$ cat config.mk
export PLATFORM = sky130hd
export DESIGN_NAME = refclk_mult
export DESIGN_NICKNAME = d
export VERILOG_FILES = /design/src/rtl/rlm_pkg.sv /design/src/rtl/rlm_edge_sync.sv /design/src/rtl/rlm_period_meter.sv /design/src/rtl/rlm_tick_gen.sv /design/src/rtl/rlm_phase_acc.sv /design/src/rtl/refclk_mult.sv
export SDC_FILE = /design/constraint.sdc
export NUM_CORES = 1
export LEC_CHECK = 0
export ABC_CLOCK_PERIOD_IN_PS = 5000
export CORE_UTILIZATION = 30
export DETAILED_ROUTE_END_ITERATION = 8
export GPL_TIMING_DRIVEN = 0
export PLACE_DENSITY = 0.43
export SETUP_SLACK_MARGIN = 0.2
export SLEW_MARGIN = 5
export SYNTH_ARGS = -nofsm -noshare
export SYNTH_HDL_FRONTEND = slang
export SYNTH_SLANG_ARGS = --single-unit
$ cat constraint.sdc
create_clock -name clk -period 5 [get_ports clk]
set_input_delay 0.5 -clock clk [delete_from_list [all_inputs] [get_ports clk]]
set_output_delay 0.5 -clock clk [all_outputs]
set_load 0.01 [all_outputs]
$ cat src/rtl/rlm_pkg.sv
package rlm_pkg;
   // operating mode of the fine tick generator
   typedef enum logic [1:0] {
      TG_IDLE = 2'd0,   // no full period measured yet
      TG_RUN  = 2'd1,   // ticking from the measured period
      TG_HOLD = 2'd2    // measured period shorter than the fine ratio
   } tg_mode_e;
endpackage

$ cat src/rtl/rlm_edge_sync.sv
module rlm_edge_sync #(
   parameter int STAGES = 2
) (
   input  logic clk,
   input  logic rst,
   input  logic raw_i,
   output logic rise_o
);
   localparam int LAST = STAGES - 1;

   logic [STAGES:0] chain_q;

   generate
      if (STAGES < 2) begin : g_bad_stages
         $error("rlm_edge_sync: STAGES must be at least 2");
      end
   endgenerate

   always_ff @(posedge clk) begin
      if (rst) chain_q <= '0;
      else     chain_q <= {chain_q[STAGES-1:0], raw_i};
   end

   assign rise_o = chain_q[LAST] & ~chain_q[STAGES];

   // a detected edge never lasts two cycles
   assert_single_pulse_R8: assert property (@(posedge clk) disable iff (rst)
      rise_o |=> !rise_o);
endmodule

$ cat src/rtl/rlm_period_meter.sv
module rlm_period_meter #(
   parameter int W = 16
) (
   input  logic         clk,
   input  logic         rst,
   input  logic         rise_i,
   output logic [W-1:0] period_o,
   output logic         strobe_o,
   output logic         valid_o
);
   localparam logic [W-1:0] CNT_MAX = '1;

   logic [W-1:0] cnt_q;
   logic         armed_q;

   always_ff @(posedge clk) begin
      if (rst) begin
         cnt_q    <= '0;
         armed_q  <= 1'b0;
         period_o <= '0;
         strobe_o <= 1'b0;
         valid_o  <= 1'b0;
      end else begin
         strobe_o <= 1'b0;
         if (rise_i) begin
            // this cycle already belongs to the new period
            cnt_q   <= W'(1);
            armed_q <= 1'b1;
            if (armed_q) begin
               period_o <= cnt_q;
               strobe_o <= 1'b1;
               valid_o  <= 1'b1;
            end
         end else if (cnt_q != CNT_MAX) begin
            cnt_q <= cnt_q + W'(1);
         end
      end
   end

   assert_period_on_strobe_R2: assert property (@(posedge clk) disable iff (rst)
      !$stable(period_o) |-> strobe_o);

   assert_strobe_after_arm_R3: assert property (@(posedge clk) disable iff (rst)
      strobe_o |-> valid_o);
endmodule

$ cat src/rtl/rlm_tick_gen.sv
module rlm_tick_gen
   import rlm_pkg::*;
#(
   parameter int W = 16,
   parameter int N = 3
) (
   input  logic         clk,
   input  logic         rst,
   input  logic [W-1:0] period_i,
   input  logic         valid_i,
   output logic         tick_o,
   output logic         range_err_o
);
   localparam int            AW   = W + 1;
   localparam logic [AW-1:0] STEP = AW'(1) << N;

   logic [AW-1:0] acc_q;
   logic [AW-1:0] per_ext;
   logic [AW-1:0] sum;
   logic [AW-1:0] wrap;
   logic          short_per;
   tg_mode_e      mode;

   assign per_ext   = {1'b0, period_i};
   assign short_per = per_ext < STEP;
   assign sum       = acc_q + STEP;
   assign wrap      = sum - per_ext;

   always_comb begin
      if (!valid_i)      mode = TG_IDLE;
      else if (short_per) mode = TG_HOLD;
      else               mode = TG_RUN;
   end

   always_ff @(posedge clk) begin
      if (rst) begin
         acc_q       <= '0;
         tick_o      <= 1'b0;
         range_err_o <= 1'b0;
      end else begin
         tick_o <= 1'b0;
         if (valid_i && short_per) range_err_o <= 1'b1;
         case (mode)
            TG_RUN: begin
               if (sum >= per_ext) begin
                  tick_o <= 1'b1;
                  // a remainder still above a shrunken period restarts the phase
                  acc_q  <= (wrap >= per_ext) ? '0 : wrap;
               end else begin
                  acc_q <= sum;
               end
            end
            default: acc_q <= '0;
         endcase
      end
   end

   assert_tick_needs_valid_R3: assert property (@(posedge clk) disable iff (rst)
      tick_o |-> valid_i);

   assert_range_sticky_R7: assert property (@(posedge clk) disable iff (rst)
      $past(range_err_o) |-> range_err_o);
endmodule

$ cat src/rtl/rlm_phase_acc.sv
module rlm_phase_acc #(
   parameter int W = 8
) (
   input  logic         clk,
   input  logic         rst,
   input  logic         tick_i,
   input  logic [W-1:0] step_i,
   output logic         msb_o
);
   logic [W-1:0] phase_q;

   always_ff @(posedge clk) begin
      if (rst)         phase_q <= '0;
      else if (tick_i) phase_q <= phase_q + step_i;
   end

   assign msb_o = phase_q[W-1];

   assert_phase_hold_R5: assert property (@(posedge clk) disable iff (rst)
      !tick_i |=> $stable(phase_q));
endmodule

$ cat src/rtl/refclk_mult.sv
module refclk_mult #(
   parameter int PERIOD_W    = 16,
   parameter int FINE_LOG2   = 3,
   parameter int PHASE_W     = 8,
   parameter int SYNC_STAGES = 2
) (
   input  logic                clk,
   input  logic                rst,
   input  logic                ref_in,
   input  logic [PHASE_W-1:0]  step_k,
   output logic                synth_out,
   output logic [PERIOD_W-1:0] period_meas,
   output logic                meas_strobe,
   output logic                period_valid,
   output logic                range_err
);
   generate
      if (FINE_LOG2 < 0 || FINE_LOG2 >= PERIOD_W - 1) begin : g_bad_fine
         $error("refclk_mult: FINE_LOG2 must lie in 0..PERIOD_W-2");
      end
      if (PHASE_W < 2) begin : g_bad_phase
         $error("refclk_mult: PHASE_W must be at least 2");
      end
   endgenerate

   logic ref_rise;
   logic fine_tick;

   rlm_edge_sync #(.STAGES(SYNC_STAGES)) u_sync (
      .clk    (clk),
      .rst    (rst),
      .raw_i  (ref_in),
      .rise_o (ref_rise)
   );

   rlm_period_meter #(.W(PERIOD_W)) u_meter (
      .clk      (clk),
      .rst      (rst),
      .rise_i   (ref_rise),
      .period_o (period_meas),
      .strobe_o (meas_strobe),
      .valid_o  (period_valid)
   );

   rlm_tick_gen #(.W(PERIOD_W), .N(FINE_LOG2)) u_tick (
      .clk         (clk),
      .rst         (rst),
      .period_i    (period_meas),
      .valid_i     (period_valid),
      .tick_o      (fine_tick),
      .range_err_o (range_err)
   );

   rlm_phase_acc #(.W(PHASE_W)) u_phase (
      .clk    (clk),
      .rst    (rst),
      .tick_i (fine_tick),
      .step_i (step_k),
      .msb_o  (synth_out)
   );
endmodule

# --- After elaboration in Yosys (flattened, before gate mapping) ---
# Cells that the tools add are included.
op_classes:
  reduce_logical: 6
  n_lt_le_gt_ge: 3
  muxes: 8
  add_sub_neg: 4
  n_bitwise: 4
  eq_ne: 2
op_table:
  columns: ["op", "count"]
  rows:
  - ["17-bit by 16-bit >= comparator with 1-bit output", 2]
  - ["17-bit two-way mux", 2]
  - ["17-bit by 4-bit adder with 17-bit output, second input constant", 1]
  - ["17-bit by 16-bit subtractor with 17-bit output", 1]
  - ["16-bit by 1-bit adder with 16-bit output, second input constant", 1]
  - ["16-bit by 4-bit less-than comparator with 1-bit output, second input constant", 1]
  - ["16-bit inequality test, second input constant", 1]
  - ["8-bit adder", 1]
  - ["2-bit OR reduction", 3]
  - ["1-bit two-way mux", 4]
  - ["2-bit two-way mux", 2]
  - ["1-bit inverter", 3]
  - ["2-bit by 1-bit == test with 1-bit output, second input constant", 1]
  - ["2-bit AND reduction", 1]
  - ["2-bit nonzero test", 1]
  - ["1-bit bitwise AND", 1]
  - ["1-bit logical AND", 1]
word_totals:
  in_bits: 11
  wordCells: 38
  ff_bits: 65
  out_inout_bits: 20

# --- Depth between registers and ports, before layout ---
depth:
  ltp_word: 6
  mapped_depth: 21
  ltp_nobuf: 20

# --- Modules after synthesis ---
# Synthesis repeated with hierarchy kept, for this count alone.
unflattened:
  hier_cells: 541
  hier_area_um2: 4356.7
modules_own_cells:
  columns: ["mod", "instances", "area_each_um2", "seq_area_each_um2", "cells_each"]
  rows:
  - ["rlm_tick_gen", 1, 2195.9, 380.4, 285]
  - ["rlm_period_meter", 1, 1455.1, 700.7, 175]
  - ["rlm_phase_acc", 1, 618.1, 160.2, 74]
  - ["rlm_edge_sync", 1, 87.6, 60.1, 7]

# --- Least setup slack after synthesis ---
# No wires, ideal clock.
synth_timing:
  kind: "reg2reg"
  start: "register u_tick.acc_q[3]"
  end: "register u_tick.acc_q[12]"
  slack_ns: 1.111
  path_stages_with_launch: 21
  path_buffers: 2
  period_less_slack_ns: 3.889
  arrival_ns: 3.801
  required_ns: 4.912
  path_cell_list: "dfxtp_1 -> ha_1 -> nand3_1 -> nor2_1 -> nand4_1 -> xnor2_1 -> ha_1 -> clkbuf_1 -> a21oi_1 -> o21ai_0 -> a31oi_1 -> mux2i_1 -> inv_1 -> ha_1 -> a21o_1 -> a21oi_1 -> o21a_1 -> o31ai_1 -> a211o_4 -> buf_6 -> o32ai_2"
synth_via:
  elab_chain_len: 5
synth_lines:
  columns: ["item", "line_no", "rtl"]
  rows:
  - ["start, declared", "rlm_tick_gen.sv:17", "logic [AW-1:0] acc_q;"]
  - ["start signal, assigned", "rlm_tick_gen.sv:48", "acc_q <= (wrap >= per_ext) ? '0 : wrap;"]
  - ["start signal, assigned", "rlm_tick_gen.sv:50", "acc_q <= sum;"]
  - ["17-bit by 4-bit adder with 17-bit output (*)", "rlm_tick_gen.sv:26", "assign sum = acc_q + STEP;"]
  - ["17-bit by 16-bit subtractor with 17-bit output", "rlm_tick_gen.sv:27", "assign wrap = sum - per_ext;"]
  - ["17-bit by 16-bit >= comparator with 1-bit output", "rlm_tick_gen.sv:48", null]
  - ["17-bit two-way mux", "rlm_tick_gen.sv:48", null]
  - ["17-bit two-way mux (*)", "rlm_tick_gen.sv:45", "if (sum >= per_ext) begin"]
# Every way passes the cells marked *; elsewhere a longest branch is shown, timed or not.
# A chain may end at the register's enable or synchronous reset.

# --- Final worst setup path ---
layout_timing:
  start: "register u_tick.acc_q[3]"
  end: "register u_tick.acc_q[14]"
# Same word-level chain as after synthesis.

==> impl_metrics.csv <==
group,metric,value,unit
cells_and_area,multiInputGateArea,2850,µm²
floorplan,coreArea,14000,µm²
cells_and_area,register_area,1300,µm²
logic_synthesis,synth_top_family_by_area,"simple AND/OR/NAND/NOR gates",
critical_path,cp_data_arrival_time,4.78,ns
critical_path,crit_path_end_kind,"register",
timing,max_freq,221,MHz
floorplan,fp.dieArea,15000,µm²
power_and_ir_drop,power.share.clock,55.0,%
logic_synthesis,synth-seq-cells,65,
power_and_ir_drop,p_per_area,238,nW/µm²
timing,report.final.hold_viol_count,0,
detailed_routing,drt-total-wl,12100,µm
floorplan,initial_core_util,31.1,%
logic_synthesis,syn_area_per_cell,8.03,µm²
job,drv_cap,0,
grt,grt_pass1_vias,3795,
logic_synthesis,syn_nets,597,
logic_synthesis,yosysWarnings,0,
detailed_routing,dr_total_vias,3907,
cells_and_area,fin_nets,638,
grt,antenna_found_initial,0,
power_and_ir_drop,p_switching,0.260,mW
place,io_buffers,29,
logic_synthesis,ys_seq_area_share,29.8,%
cells_and_area,drive_gt1_share,6.11,%
floorplan,num_rows,43,
power_and_ir_drop,p_leak,1.99,nW
detailed_routing,dr.pass1.iters,4,
grt,grt_pass1_wl,19700,µm
timing,tns,0,ns
cells_and_area,n_antenna_cell,0,
logic_synthesis,synthSimpleGateAreaFrac,21.9,%
power_and_ir_drop,peakVddDrop,169,µV
timing,relSlewSlack,46.7,%
floorplan,die_h,123,µm
logic_synthesis,syn_inst,543,
critical_path,cp.required,5.25,ns
logic_synthesis,async_reset_ff_share,0,%
cts,numClockSinks,65,
logic_synthesis,synth_ff_type,"dfxtp_1",
logic_synthesis,synth-xor-area-share,7.23,%
timing,setup_viol,0,
cells_and_area,layout_common_cells,"64 x dfxtp_1, 61 x nand2_1, 44 x inv_1, 43 x nor2_1, 41 x ha_1",
place,place_hpwl,9620,µm
cts,clock-root-buffer,"clkbuf_16",
floorplan,io_pins,31,
power_and_ir_drop,p_seq_share,42.1,%
floorplan,dieWidth,123,µm
power_and_ir_drop,swShare,20.8,%
logic_synthesis,synth_fa_ha_area_share,12.7,%
timing,finalHoldWorstSlack,0.441,ns
cells_and_area,syn2layout_area_growth,20.2,%
logic_synthesis,synth_enable_flop_cells,0,
critical_path,path_class,"register to register",
detailed_routing,drcViolationCount,0,
status,outcome,"complete, no violations",
grt,grt_max_degree,12,
detailed_routing,avgViaCountPerCell,5.08,
detailed_routing,antenna_left,0,
cells_and_area,mostFrequentLayoutCell,"dfxtp_1",
logic_synthesis,synth_cell_types,57,
timing,period_needed,4.53,ns
cts,cts_max_path_buffers,2,
timing,rsz0062_at_grt,"false",
grt,grt_overflow,0,
logic_synthesis,syn_area,4360,µm²
power_and_ir_drop,p_int,0.990,mW
power_and_ir_drop,power_frac_comb,3.0,%
critical_path,path_max_fanout,10,
timing,worst_pin_slew,0.793,ns
cts,tritoncts,"built",
timing,fin_crit_sh,90.6,%
cts,cts_made_buffers,9,
place,gp_congestion,0.810,
timing,skew,0.00947,ns
grt,grt_util_all_layers,17.5,%
detailed_routing,wire_per_inst,15.7,µm
cells_and_area,fillers,1479,
logic_synthesis,synth_mux_area_share,1.84,%
critical_path,start_kind,"register",
detailed_routing,first_iter_violations,146,
timing,final_max_slew_viol_count,0,
cts,clkTransAtPathRegs,0.06,ns
min_path,hold_class,"register to register",
cts,htree_levels,3,
cts,cts_hold_buf,0,
cts,clock_latency,0.34,ns
logic_synthesis,synth-compound-area-share,20.8,%
cell type report:
cell class                      count  area share, %
Sequential cell                    65           24.8
Timing Repair Buffer               30           5.68
Inverter                           44           3.15
Multi-Input combinational cell    416           54.3
Tap cell                          180           4.29
Clock buffer                       12           4.70
Clock inverter                      4           1.46
Buffer                             18           1.60
metrics by stage:
stage / power (mW) / area, µm² / cells / utilization [%] / worst slack (ns)
after global placement: 0.574 / 4880 / 752 / 34.7 / 0.258
after global routing: 1.30 / 5240 / 769 / 37.3 / 0.156
final: 1.25 / 5240 / 769 / 37.3 / 0.469
after CTS: 1.27 / 5210 / 768 / 37.1 / 0.239
after floorplan: 0.558 / 4360 / 543 / - / 1.11
after detailed placement: 0.575 / 4880 / 752 / 34.7 / 0.202
routing by layer:
layer	GRT usage, %	vias up	share of wire, %
li1	-	2025	-
met1	22.6	1830	49
met2	28.7	44	47
met3	3.62	8	2.5
met4	6.17	0	0.99
met5	0	-	0
power groups by stage:
stage | Sequential, mW | Combinational, mW | Clock (mW)
floorplan | 0.536 | 0.0223 | 0
global placement | 0.537 | 0.0376 | 0
detailed placement | 0.537 | 0.0382 | 0
CTS | 0.526 | 0.0383 | 0.709
global route | 0.526 | 0.0422 | 0.732
finish | 0.526 | 0.0375 | 0.687
synth_stat cells, drive strengths merged (7+ instances only):
master	instances	share of area [%]
a211oi	7	1.2
a21o	10	1.7
a21oi	37	4.2
and3	9	1.5
clkbuf	15	1.3
dfxtp	65	30
ha	41	12
inv	44	3.8
mux2i	8	1.8
nand2	61	5.2
nand3	29	3.6
nand4	10	1.4
nor2	44	3.8
nor2b	8	1.1
nor3	8	0.92
o211ai	9	1.5
o21a	9	1.5
o21ai	18	2.1
o32ai	12	2.8
xnor2	18	3.6
xor2	18	3.6
worst max-delay path, stage by stage, from the launching register on:
cell	delay, ns
dfxtp_2	0.37
ha_1	0.19
nand3_1	0.16
nor2_4	0.16
nand4_1	0.17
xnor2_2	0.29
ha_1	0.28
clkbuf_2	0.18
a21oi_1	0.16
o21ai_0	0.15
a31oi_2	0.26
buf_4	0.17
xor2_2	0.23
inv_1	0.07
ha_1	0.30
and4_1	0.21
nand3_1	0.13
o21a_1	0.14
o31ai_1	0.09
a211o_4	0.37
buf_6	0.16
o32ai_2	0.18
registers in the layout, indices dropped and copies added, names as in the netlist:
register            flops
u_phase.phase_q         8
u_meter.valid_o         1
u_sync.chain_q          3
u_meter.strobe_o        1
u_meter.period_o       16
u_meter.cnt_q          16
u_meter.armed_q         1
u_tick.range_err_o      1
u_tick.tick_o           1
u_tick.acc_q           17
kinds of logic after synthesis:
family | count (synthesis)
AND/OR/NAND/NOR | 195
AO/OA/AOI/OAI | 133
flip-flops | 65
buffers and inverters | 62
adder cells (fa/ha/maj) | 43
XOR/XNOR | 36
multiplexers | 8
other | 1
worst paths after layout:
| path | slack, ns | cells past startpoint | startpoint | end |
|---|---|---|---|---|
| worst max-delay path | 0.47 | 21 | u_tick.acc_q[3]$_SDFF_PP0_ | u_tick.acc_q[14]$_SDFF_PP0_ |
| worst min-delay path | 0.44 | 1 | u_sync.chain_q[0]$_SDFF_PP0_ | u_sync.chain_q[1]$_SDFF_PP0_ |
| worst min register to register | 0.44 | 1 | u_sync.chain_q[0]$_SDFF_PP0_ | u_sync.chain_q[1]$_SDFF_PP0_ |
| worst max register to register | 0.47 | 21 | u_tick.acc_q[3]$_SDFF_PP0_ | u_tick.acc_q[14]$_SDFF_PP0_ |
repair_timing:
item | 4_1_cts | 5_1_grt
cloned | 0 | 0
pin swaps | 0 | 1
setup buffers | 0 | 1
gates resized for setup | 1 | 8
setup endpoints to repair | 9 | 16
Power figures use the tool's default switching activity.
